### src/rtl/elb_pkg.sv
package elb_pkg;

    typedef enum logic [1:0] {
        ST_CENTER = 2'd0,
        ST_RUN    = 2'd1,
        ST_BYPASS = 2'd2
    } elb_state_e;

    typedef struct packed {
        logic pos;
        logic neg;
    } elb_entry_t;

endpackage

### src/rtl/elb_edge_det.sv
module elb_edge_det #(
    parameter int STAGES = 2,
    parameter bit RISING = 1'b0
) (
    input  logic clk,
    input  logic rst_n,
    input  logic lvl_i,
    output logic edge_o
);
    localparam logic IDLE = ~RISING;

    logic [STAGES-1:0] tap_q;

    always_ff @(posedge clk or negedge rst_n) begin
        if (!rst_n) begin
            tap_q <= {STAGES{IDLE}};
        end else begin
            tap_q <= {tap_q[STAGES-2:0], lvl_i};
        end
    end

    generate
        if (RISING) begin : g_rise
            assign edge_o = ~tap_q[STAGES-1] & (&tap_q[STAGES-2:0]);
        end else begin : g_fall
            assign edge_o = tap_q[STAGES-1] & ~(|tap_q[STAGES-2:0]);
        end
    endgenerate


    edge_pulse_chk: assert property (@(posedge clk) disable iff (!rst_n)
        edge_o |=> !edge_o);

endmodule

### src/rtl/elb_store.sv
module elb_store
    import elb_pkg::*;
#(
    parameter int DEPTH = 128,
    parameter int AW    = 7
) (
    input  logic          clk,
    input  logic          rst_n,
    input  logic          wr_en_i,
    input  logic [AW-1:0] wr_addr_i,
    input  elb_entry_t    wr_data_i,
    input  logic          rd_en_i,
    input  logic [AW-1:0] rd_addr_i,
    output elb_entry_t    rd_data_o
);
    elb_entry_t mem [DEPTH];
    elb_entry_t rd_q;

    generate
        for (genvar g = 0; g < DEPTH; g++) begin : g_cell
            always_ff @(posedge clk or negedge rst_n) begin
                if (!rst_n) begin
                    mem[g] <= '0;
                end else if (wr_en_i && (wr_addr_i == AW'(g))) begin
                    mem[g] <= wr_data_i;
                end
            end
        end
    endgenerate

    always_ff @(posedge clk or negedge rst_n) begin
        if (!rst_n) begin
            rd_q <= '0;
        end else if (rd_en_i) begin
            rd_q <= mem[rd_addr_i];
        end
    end

    assign rd_data_o = rd_q;

endmodule

### src/rtl/elb_ctrl.sv
module elb_ctrl
    import elb_pkg::*;
#(
    parameter int DEPTH_LONG   = 128,
    parameter int DEPTH_SHORT  = 32,
    parameter int MARGIN_LONG  = 4,
    parameter int MARGIN_SHORT = 2,
    parameter int AW           = 7
) (
    input  logic          clk,
    input  logic          rst_n,
    input  logic          wr_ev_i,
    input  logic          rd_ev_i,
    input  logic          recentre_ev_i,
    input  logic          short_sel_i,
    input  logic          bypass_i,
    output logic          wr_en_o,
    output logic [AW-1:0] wr_addr_o,
    output logic          rd_en_o,
    output logic [AW-1:0] rd_addr_o,
    output logic          limit_o
);
    localparam int FW = AW + 1;
    localparam logic [FW-1:0] D_L = FW'(DEPTH_LONG);
    localparam logic [FW-1:0] D_S = FW'(DEPTH_SHORT);
    localparam logic [FW-1:0] M_L = FW'(MARGIN_LONG);
    localparam logic [FW-1:0] M_S = FW'(MARGIN_SHORT);

    elb_state_e    state_q, state_d;
    logic          short_q;
    logic [AW-1:0] wr_ptr_q, rd_ptr_q;
    logic [FW-1:0] fill_q;

    logic [FW-1:0] depth_cur, depth_new, half_new, margin_cur;
    logic [AW-1:0] mask_cur, mask_new;
    logic          wr_ok, rd_ok, limit_run;

    always_comb begin
        depth_cur  = short_q ? D_S : D_L;
        depth_new  = short_sel_i ? D_S : D_L;
        half_new   = depth_new >> 1;
        margin_cur = short_q ? M_S : M_L;
        mask_cur   = AW'(depth_cur - FW'(1));
        mask_new   = AW'(depth_new - FW'(1));
        rd_ok      = rd_ev_i && (fill_q != '0);
        wr_ok      = wr_ev_i && ((fill_q != depth_cur) || rd_ok);
        limit_run  = (fill_q <= margin_cur) || (fill_q >= (depth_cur - margin_cur));
    end

    // state register
    always_ff @(posedge clk or negedge rst_n) begin
        if (!rst_n) begin
            state_q <= ST_CENTER;
        end else begin
            state_q <= state_d;
        end
    end

    // transitions
    always_comb begin
        state_d = state_q;
        unique case (state_q)
            ST_CENTER: state_d = bypass_i ? ST_BYPASS : ST_RUN;
            ST_RUN: begin
                if (bypass_i) begin
                    state_d = ST_BYPASS;
                end else if (recentre_ev_i || (short_sel_i != short_q)) begin
                    state_d = ST_CENTER;
                end
            end
            ST_BYPASS: begin
                if (!bypass_i) begin
                    state_d = ST_CENTER;
                end
            end
            default: state_d = ST_CENTER;
        endcase
    end

    // pointers and fill
    always_ff @(posedge clk or negedge rst_n) begin
        if (!rst_n) begin
            short_q  <= 1'b0;
            wr_ptr_q <= '0;
            rd_ptr_q <= '0;
            fill_q   <= '0;
        end else begin
            unique case (state_q)
                ST_CENTER: begin
                    short_q  <= short_sel_i;
                    wr_ptr_q <= wr_ptr_q & mask_new;
                    rd_ptr_q <= (wr_ptr_q - half_new[AW-1:0]) & mask_new;
                    fill_q   <= half_new;
                end
                ST_RUN: begin
                    if (wr_ok) begin
                        wr_ptr_q <= (wr_ptr_q + AW'(1)) & mask_cur;
                    end
                    if (rd_ok) begin
                        rd_ptr_q <= (rd_ptr_q + AW'(1)) & mask_cur;
                    end
                    if (wr_ok && !rd_ok) begin
                        fill_q <= fill_q + FW'(1);
                    end else if (rd_ok && !wr_ok) begin
                        fill_q <= fill_q - FW'(1);
                    end
                end
                ST_BYPASS: begin
                end
                default: begin
                end
            endcase
        end
    end

    // outputs
    always_comb begin
        wr_en_o   = 1'b0;
        rd_en_o   = 1'b0;
        limit_o   = 1'b0;
        wr_addr_o = wr_ptr_q;
        rd_addr_o = rd_ptr_q;
        unique case (state_q)
            ST_RUN: begin
                wr_en_o = wr_ok;
                rd_en_o = rd_ok;
                limit_o = limit_run;
            end
            ST_CENTER, ST_BYPASS: begin
            end
            default: begin
            end
        endcase
    end


    ptr_gap_chk: assert property (@(posedge clk) disable iff (!rst_n)
        (state_q == ST_RUN) |-> (((wr_ptr_q - rd_ptr_q) & mask_cur) == (fill_q[AW-1:0] & mask_cur)));


    fill_bound_chk: assert property (@(posedge clk) disable iff (!rst_n)
        fill_q <= depth_cur);


    no_write_full_chk: assert property (@(posedge clk) disable iff (!rst_n)
        (wr_en_o && !rd_en_o) |-> (fill_q < depth_cur));


    no_read_empty_chk: assert property (@(posedge clk) disable iff (!rst_n)
        rd_en_o |-> (fill_q != '0));


    recentre_chk: assert property (@(posedge clk) disable iff (!rst_n)
        (state_q == ST_RUN && recentre_ev_i && !bypass_i) |=> (state_q == ST_CENTER));


    bypass_freeze_chk: assert property (@(posedge clk) disable iff (!rst_n)
        (state_q == ST_BYPASS) |=> $stable(wr_ptr_q) && $stable(rd_ptr_q));

endmodule

### src/rtl/elastic_line_buf.sv
module elastic_line_buf
    import elb_pkg::*;
#(
    parameter int DEPTH_LONG   = 128,
    parameter int DEPTH_SHORT  = 32,
    parameter int MARGIN_LONG  = 4,
    parameter int MARGIN_SHORT = 2,
    parameter int PIN_STAGES   = 3
) (
    input  logic clk,
    input  logic rst_n,
    input  logic line_clk_i,
    input  logic line_pos_i,
    input  logic line_neg_i,
    input  logic smooth_clk_i,
    input  logic short_sel_i,
    input  logic recentre_n_i,
    input  logic bypass_i,
    output logic out_clk_o,
    output logic out_pos_o,
    output logic out_neg_o,
    output logic limit_o
);
    localparam int AW = $clog2(DEPTH_LONG);

    logic          wr_ev, rd_ev, recentre_ev;
    logic          wr_en, rd_en, limit_int;
    logic [AW-1:0] wr_addr, rd_addr;
    elb_entry_t    data_q, rd_data;

    // rails sampled alongside the first clock tap
    always_ff @(posedge clk or negedge rst_n) begin
        if (!rst_n) begin
            data_q <= '0;
        end else begin
            data_q <= '{pos: line_pos_i, neg: line_neg_i};
        end
    end

    elb_edge_det #(.STAGES(2), .RISING(1'b0)) u_wr_edge (
        .clk(clk), .rst_n(rst_n), .lvl_i(line_clk_i), .edge_o(wr_ev)
    );

    elb_edge_det #(.STAGES(2), .RISING(1'b1)) u_rd_edge (
        .clk(clk), .rst_n(rst_n), .lvl_i(smooth_clk_i), .edge_o(rd_ev)
    );

    elb_edge_det #(.STAGES(PIN_STAGES), .RISING(1'b0)) u_pin_edge (
        .clk(clk), .rst_n(rst_n), .lvl_i(recentre_n_i), .edge_o(recentre_ev)
    );

    elb_ctrl #(
        .DEPTH_LONG(DEPTH_LONG), .DEPTH_SHORT(DEPTH_SHORT),
        .MARGIN_LONG(MARGIN_LONG), .MARGIN_SHORT(MARGIN_SHORT), .AW(AW)
    ) u_ctrl (
        .clk(clk), .rst_n(rst_n),
        .wr_ev_i(wr_ev), .rd_ev_i(rd_ev), .recentre_ev_i(recentre_ev),
        .short_sel_i(short_sel_i), .bypass_i(bypass_i),
        .wr_en_o(wr_en), .wr_addr_o(wr_addr),
        .rd_en_o(rd_en), .rd_addr_o(rd_addr),
        .limit_o(limit_int)
    );

    elb_store #(.DEPTH(DEPTH_LONG), .AW(AW)) u_store (
        .clk(clk), .rst_n(rst_n),
        .wr_en_i(wr_en), .wr_addr_i(wr_addr), .wr_data_i(data_q),
        .rd_en_i(rd_en), .rd_addr_i(rd_addr), .rd_data_o(rd_data)
    );

    always_comb begin
        if (bypass_i) begin
            out_clk_o = line_clk_i;
            out_pos_o = line_pos_i;
            out_neg_o = line_neg_i;
            limit_o   = 1'b0;
        end else begin
            out_clk_o = smooth_clk_i;
            out_pos_o = rd_data.pos;
            out_neg_o = rd_data.neg;
            limit_o   = limit_int;
        end
    end


    read_hold_chk: assert property (@(posedge clk) disable iff (!rst_n)
        !rd_en |=> $stable(rd_data));


    bypass_no_write_chk: assert property (@(posedge clk) disable iff (!rst_n)
        $past(bypass_i) && bypass_i |-> !wr_en && !rd_en);

endmodule

### config.mk
export PLATFORM = sky130hd
export DESIGN_NAME = elastic_line_buf
export DESIGN_NICKNAME = d
export VERILOG_FILES = /design/src/rtl/elb_pkg.sv /design/src/rtl/elb_edge_det.sv /design/src/rtl/elb_store.sv /design/src/rtl/elb_ctrl.sv /design/src/rtl/elastic_line_buf.sv
export SDC_FILE = /design/constraint.sdc
export NUM_CORES = 1
export LEC_CHECK = 0
export ABC_AREA = 1
export BUFFER_PORTS_ARGS = -buffer_cell sky130_fd_sc_hd__buf_4
export CELL_PAD_IN_SITES_DETAIL_PLACEMENT = 2
export CELL_PAD_IN_SITES_GLOBAL_PLACEMENT = 2
export CORE_MARGIN = 2
export CORE_UTILIZATION = 34
export DETAILED_ROUTE_END_ITERATION = 10
export PLACE_DENSITY = 0.82
export REMOVE_ABC_BUFFERS = 1
export SYNTH_ARGS = -nofsm -noshare
export SYNTH_HDL_FRONTEND = slang
export SYNTH_SLANG_ARGS = --single-unit
### constraint.sdc
create_clock -name clk -period 2.5 [get_ports clk]
set_input_delay 0.25 -clock clk [delete_from_list [all_inputs] [get_ports clk]]
set_output_delay 0.25 -clock clk [all_outputs]
set_load 0.02 [all_outputs]
-- Yosys cells after proc, flatten, opt, wreduce, memory -nomap -nowiden
Cells that the tools add are included.
- register bits after elaboration: 292
- word-level logic and storage cells: 597
- output and inout bits: 4
- equality and inequality tests: 136
- mux-type cells: 25
- add/subtract/negate cells: 8
- reduce and logical (&&, ||, !) cells: 146
- bitwise gates (word level): 11
- $lt $le $gt $ge: 3
- operators by type and width (kind ; number):
    $eq 7x7->1 const B ; 64
    $eq 7x6->1 const B ; 32
    $logic_and 1x1->1 ; 132
    $eq 7x5->1 const B ; 16
    $eq 7x4->1 const B ; 8
    $mux 8 ; 4
    $and 7x7->7 ; 4
    $eq 7x3->1 const B ; 4
    $pmux 7 s2 ; 2
    $pmux 8 s2 ; 1
    $add 7x1->7 const B ; 2
    $bmux 2 s7 ; 1
    $eq 7x2->1 const B ; 2
    $mux 7 ; 2
    $sub 7x1->7 const B ; 2
    $mux 2 ; 6
    $add 8x1->8 const B ; 1
    $ge 8x8->1 ; 1
    $ge 8x8->1 const B ; 1
    $le 8x8->1 ; 1
    $ne 8x8->1 ; 1
    $not 7->8 ; 1
    $reduce_and 2->1 ; 4
    $reduce_bool 8->1 ; 1
    22 further kinds ; 36

-- Logic depth before layout (Yosys ltp)
- word-level depth: 10
- mapped depth: 17
- mapped depth without buffers: 17

-- Hierarchy
A second synthesis with hierarchy kept.
- cells, all modules: 1877
- area, all modules: 14372.5 sq um
- by module, submodules not included (module ; cells an instance ; seq. area each (sq um) ; times used ; area an instance (sq um)):
    elb_store ; 1581 ; 6456.2 ; 1 ; 12161.7
    elb_ctrl ; 268 ; 625.6 ; 1 ; 1900.6
    elastic_line_buf ; 14 ; 50.0 ; 1 ; 95.1
    elb_edge_det at u_pin_edge ; 6 ; 78.8 ; 1 ; 92.6
    elb_edge_det at u_wr_edge ; 4 ; 52.6 ; 1 ; 62.6
    elb_edge_det at u_rd_edge ; 4 ; 50.0 ; 1 ; 60.1

-- Worst setup path before layout
OpenSTA, ideal clock, no wires.
- path kind: reg2reg
- start point: register u_ctrl.short_q
- end point: register u_ctrl.fill_q[6]
- cell stages (with the launch flop): 18
- path buffers: 0
- data arrival time: 2.661 ns
- path slack: -0.226 ns
- setup time: 0.065 ns
- path through: dfrtp_1 ha_1 nor3_1 inv_1 nor2_1 nand2_1 nand3_1 inv_1 fa_1 o21ai_0 nand2_1 nand2_1 a21oi_1 nand2_1 nand2_1 o21ai_0 nand2_1 nand2_1
- word-level cells in the longest chain between the ends: 8
- elaborated cells on any way between the ends: 11
- ends and longest elaborated chain (item ; RTL line ; source):
    start: declaration ; elb_ctrl.sv:30 ; logic short_q;
    start signal: assignment ; elb_ctrl.sv:90 ; short_q <= short_sel_i;
    $mux 8 * ; elb_ctrl.sv:39 ; depth_cur = short_q ? D_S : D_L;
    $ne 8x8->1 * ; elb_ctrl.sv:46 ; wr_ok = wr_ev_i && ((fill_q != depth_cur) || rd_ok);
    $logic_or 1x1->1 * ; elb_ctrl.sv:46 ;
    $logic_and 1x1->1 * ; elb_ctrl.sv:46 ;
    $logic_not 1->1 ; elb_ctrl.sv:104 ; end else if (rd_ok && !wr_ok) begin
    $logic_and 1x1->1 ; elb_ctrl.sv:104 ;
    $ne 3x1->1 (no source line) ; -- ;
    $reduce_and 2->1 (no source line) ; -- ;
    end signal: assignment ; elb_ctrl.sv:93 ; fill_q <= half_new;
    end signal: assignment ; elb_ctrl.sv:103 ; fill_q <= fill_q + FW'(1);
    end signal: assignment ; elb_ctrl.sv:105 ; fill_q <= fill_q - FW'(1);
    end: declaration ; elb_ctrl.sv:32 ; logic [FW-1:0] fill_q;
Mark *: on every way between the ends. The rest lies on a longest branch, timed or not.
A chain may end at the register's enable or synchronous reset.

-- Worst setup path after layout
Ends and elaborated chain as after synthesis.

==> results by group <==
Clock network
  • CTS Sinks: 292
  • Clock Root Buffer: clkbuf_16
  • CTS Buffer Depth: 3
  • CTS tree: built
  • Clock Pin Slew Worst Setup and Hold Paths: 0.06 ns
  • Later-pin clock latency in the skew report: 0.57 ns
  • CTS HTree Levels: 2
  • CTS Buf Count: 39

Cells and area
  • Layout cells sized above 1: 9.789%
  • Design area: 18740 um2
  • Final #Nets: 2318
  • Area of the multi-input gates: 7063 um2
  • ANT cells: 0
  • P&R area growth vs syn: 17.03%
  • Fin util: 40.26%
  • FF+latch area: 7328 um2
  • Fillers: 5343
  • Finished Layout Cells: 2926

Die
  • Initial Utilization: 34.40%
  • # IOs: 13
  • Core Box Area: 46560 um2
  • Die span in x: 221.0 um
  • Die area: 48850 um2
  • # rows: 79
  • DIE HEIGHT: 221.0 um

Power
  • Static leakage: 9.569 nW
  • PD cells: 878.5 nW/um2
  • Peak VDD IR: 0.0005492 V

Critical path
  • Req. time, crit path: 2.95 ns
  • Reg2Reg Depth: 16
  • R2R Path Start: u_ctrl.short_q
  • Crit path launch type: flop
  • Crit path from: u_ctrl.short_q
  • Reg2reg end: u_ctrl.fill_q[6]
  • WS Path Type: reg2reg
  • Arrival time worst endpoint: 3.01 ns
  • Crit-path max FO: 2
  • CP endpoint kind: flop
  • Worst reg-to-reg setup slack: -0.06 ns
  • Crit path to: u_ctrl.fill_q[6]

Place
  • Placed instance area: 17040 um2
  • Hpwl dp: 39.40 mm
  • Cells after DPL: 2837
  • Routability cong.: 0.8620
  • I/O Buffers: 12

Timing
  • Worst setup margin: -0.06411 ns
  • Min Tclk post-route: 2.564 ns
  • Ratio of final minimum period to clock period: 102.6%
  • Final setup vio count: 6
  • Clock skew: 0.02681 ns
  • Rel. slew slack: 42.64%
  • Unrepaired setup endpoints after global routing: yes
  • Slew @ Worst Pin: 0.8595 ns
  • Fin. max-slew vios: 0
  • Final Hold Fails: 0
  • Max Clock Freq: 0.3900 GHz

Detailed routing
  • DRT iter0 DRCs: 926
  • DR vias: 15482
  • Average wire per standard cell: 21.94 um
  • Post-DRT Antenna Nets: 0
  • First drt pass iteration count: 5
  • Number of vias per cell: 5.291
  • Drt drc: 0
  • DRT Wirelength: 64.19 mm

Global route
  • Vias in the first global route: 17332
  • Initial antenna violation count: 0
  • All-Layer GR Usage: 25.31%
  • Total global routing overflow: 0
  • Largest net degree at the start of global routing: 86
  • Global-route wire length before repair: 99.03 mm

Yosys
  • Cells after synthesis: 2253
  • Yosys warnings: 0
  • Syn avg cell area: 7.108 um2
  • Netlist cell types: 42
  • Sequential area share after synthesis: 45.67%
  • Mapped cell area: 16010 um2
  • Yosys reg bits: 292

Outcome
  • Failing checks: setup timing
  • Outcome: complete, but fails checks

Min path
  • Type of the tightest min-delay check: in2reg

Flow run
  • Max-cap violations: 0
## state kept, by name, summed over array words and instances, names as in the netlist
signal             cells
u_wr_edge.tap_q        2
u_pin_edge.tap_q       3
u_ctrl.fill_q          8
u_store.mem          256
u_rd_edge.tap_q        2
data_q                 2
u_store.rd_data_o      2
u_ctrl.short_q         1
u_ctrl.wr_addr_o       7
u_ctrl.state_q         2
u_ctrl.rd_addr_o       7
## worst max-delay path, cell delays in order (launching register included)
cell and delay [ns]:
dfrtp_1 0.44, ha_4 0.28, nor3_2 0.17, inv_1 0.06
nor2_1 0.12, nand2_1 0.10, nand3_2 0.09, inv_1 0.09
fa_2 0.37, o21ai_2 0.18, nand2_1 0.07, nand2_1 0.07
a21oi_2 0.06, nor2_1 0.13, o21ai_1 0.08, nand2_1 0.06
nand2_1 0.05
## cell families (layout without fill, tap and decap cells)
group / Yosys count / after routing / synth area share (%)
buffers and inverters: 440 / 506 / 11.22
adders and majority gates: 18 / 18 / 1.453
and+or+nand+nor: 1165 / 1165 / 30.10
DFF: 292 / 292 / 45.67
AOI/OAI and AO/OA: 324 / 324 / 10.80
xor gates and xnor gates: 14 / 14 / 0.7657
## per-stage QoR
| step | hold slack [ns] | worst slack [ns] | power (W) | TNS, ns |
|---|---|---|---|---|
| detailed placement | 0.2895 | -0.2493 | 0.01030 | -0.6646 |
| finish | 0.1135 | -0.06411 | 0.01647 | -0.1553 |
| floorplan | -0.04559 | -2.676 | 0.008048 | -107.85 |
| global route | 0.1151 | -0.1927 | 0.01720 | -3.680 |
| CTS | 0.06960 | 0.003038 | 0.01632 | 0 |
| global placement | 0.2791 | -0.1833 | 0.01013 | -0.2955 |
## layer usage
metal | track usage [%] | share of wire, %
met1 | 31.79 | 43
met2 | 45.35 | 51
met3 | 2.603 | 3.3
met4 | 8.335 | 3.4
met5 | 0 | 0
## how the worst min path moves through the flow
stage                     start                  end  slack, ns  cells after the start
floorplan                 rst_n            data_q[0]      -0.05                      0
global placement          rst_n      u_store.mem[35]       0.28                      1
detailed placement        rst_n     u_ctrl.fill_q[3]       0.29                      1
CTS                 short_sel_i  u_ctrl.rd_addr_o[5]       0.07                      4
global route        short_sel_i    u_ctrl.state_q[0]       0.12                      3
finish              short_sel_i    u_ctrl.state_q[0]       0.11                      3
## cell type report
cell class                 count  area share [%]
sequential                   292           39.10
clock inverter                 5          0.5341
clock buffer                  64           6.416
timing repair buffer          97           5.374
multi-input combinational   1521           37.69
tap                          607           4.052
inverter                     340           6.836
## what timing repair did
action,in CTS,in global routing
hold endpoints to repair,69,0
hold buffers,7,0
resized for setup,15,26
buffers inserted,3,7
pin swaps,3,16
cloned,0,3
endpoints found under the setup margin,10,167
## power by group
group          switching (W)  internal [W]  total, W
Combinational        0.00387       0.00162   0.00550
Clock                0.00227       0.00357   0.00585
Sequential          0.000226       0.00489   0.00512
## cell usage in the layout, fill, tap and decap left out, drive strengths merged, types with 3 or more instances in the layout
| cell type | count |
|---|---|
| nand3 | 137 |
| bufinv | 3 |
| clkinv | 5 |
| a21oi | 43 |
| xor2 | 13 |
| nor2 | 180 |
| nor3 | 38 |
| or2 | 3 |
| nand2 | 804 |
| dfrtp | 287 |
| o21ai | 239 |
| ha | 17 |
| buf | 88 |
| dfstp | 5 |
| inv | 337 |
| dlygate4sd3 | 7 |
| clkbuf | 66 |
| o211ai | 31 |
## cell usage after synthesis
library cell	instances	area [um2]
nand2_1	803	3014
inv_1	329	1235
dfrtp_1	287	7182
o21ai_0	236	1181
nor2_1	178	668.1
nand3_1	136	680.7
a21oi_1	43	215.2
buf_2	34	170.2
o211ai_1	31	232.7
buf_1	23	86.33
clkbuf_1	23	86.33
nor3_2	23	230.2
ha_1	17	212.7
buf_4	14	105.1
xor2_1	13	113.9
nor3_1	8	40.04
nor3_4	7	113.9
inv_2	6	22.52
buf_6	5	56.30
dfstp_2	5	131.4
clkinv_1	4	15.01
or2_2	3	18.77
a31oi_1	2	12.51
nand4_1	2	12.51
o21ai_1	2	10.01
o21bai_1	2	15.01
o31ai_1	2	15.01
a211o_1	1	8.760
a211oi_1	1	7.510
a21o_1	1	7.510
clkbuf_8	1	13.76
fa_1	1	20.02
inv_4	1	6.260
nand2_2	1	6.260
nand3_2	1	10.01
nor2_2	1	6.260
nor2_4	1	11.26
nor3b_1	1	7.510
o21ai_2	1	8.760
o22ai_1	1	6.260
o32ai_1	1	8.760
xnor2_1	1	8.760
Power figures use the tool's default switching activity.
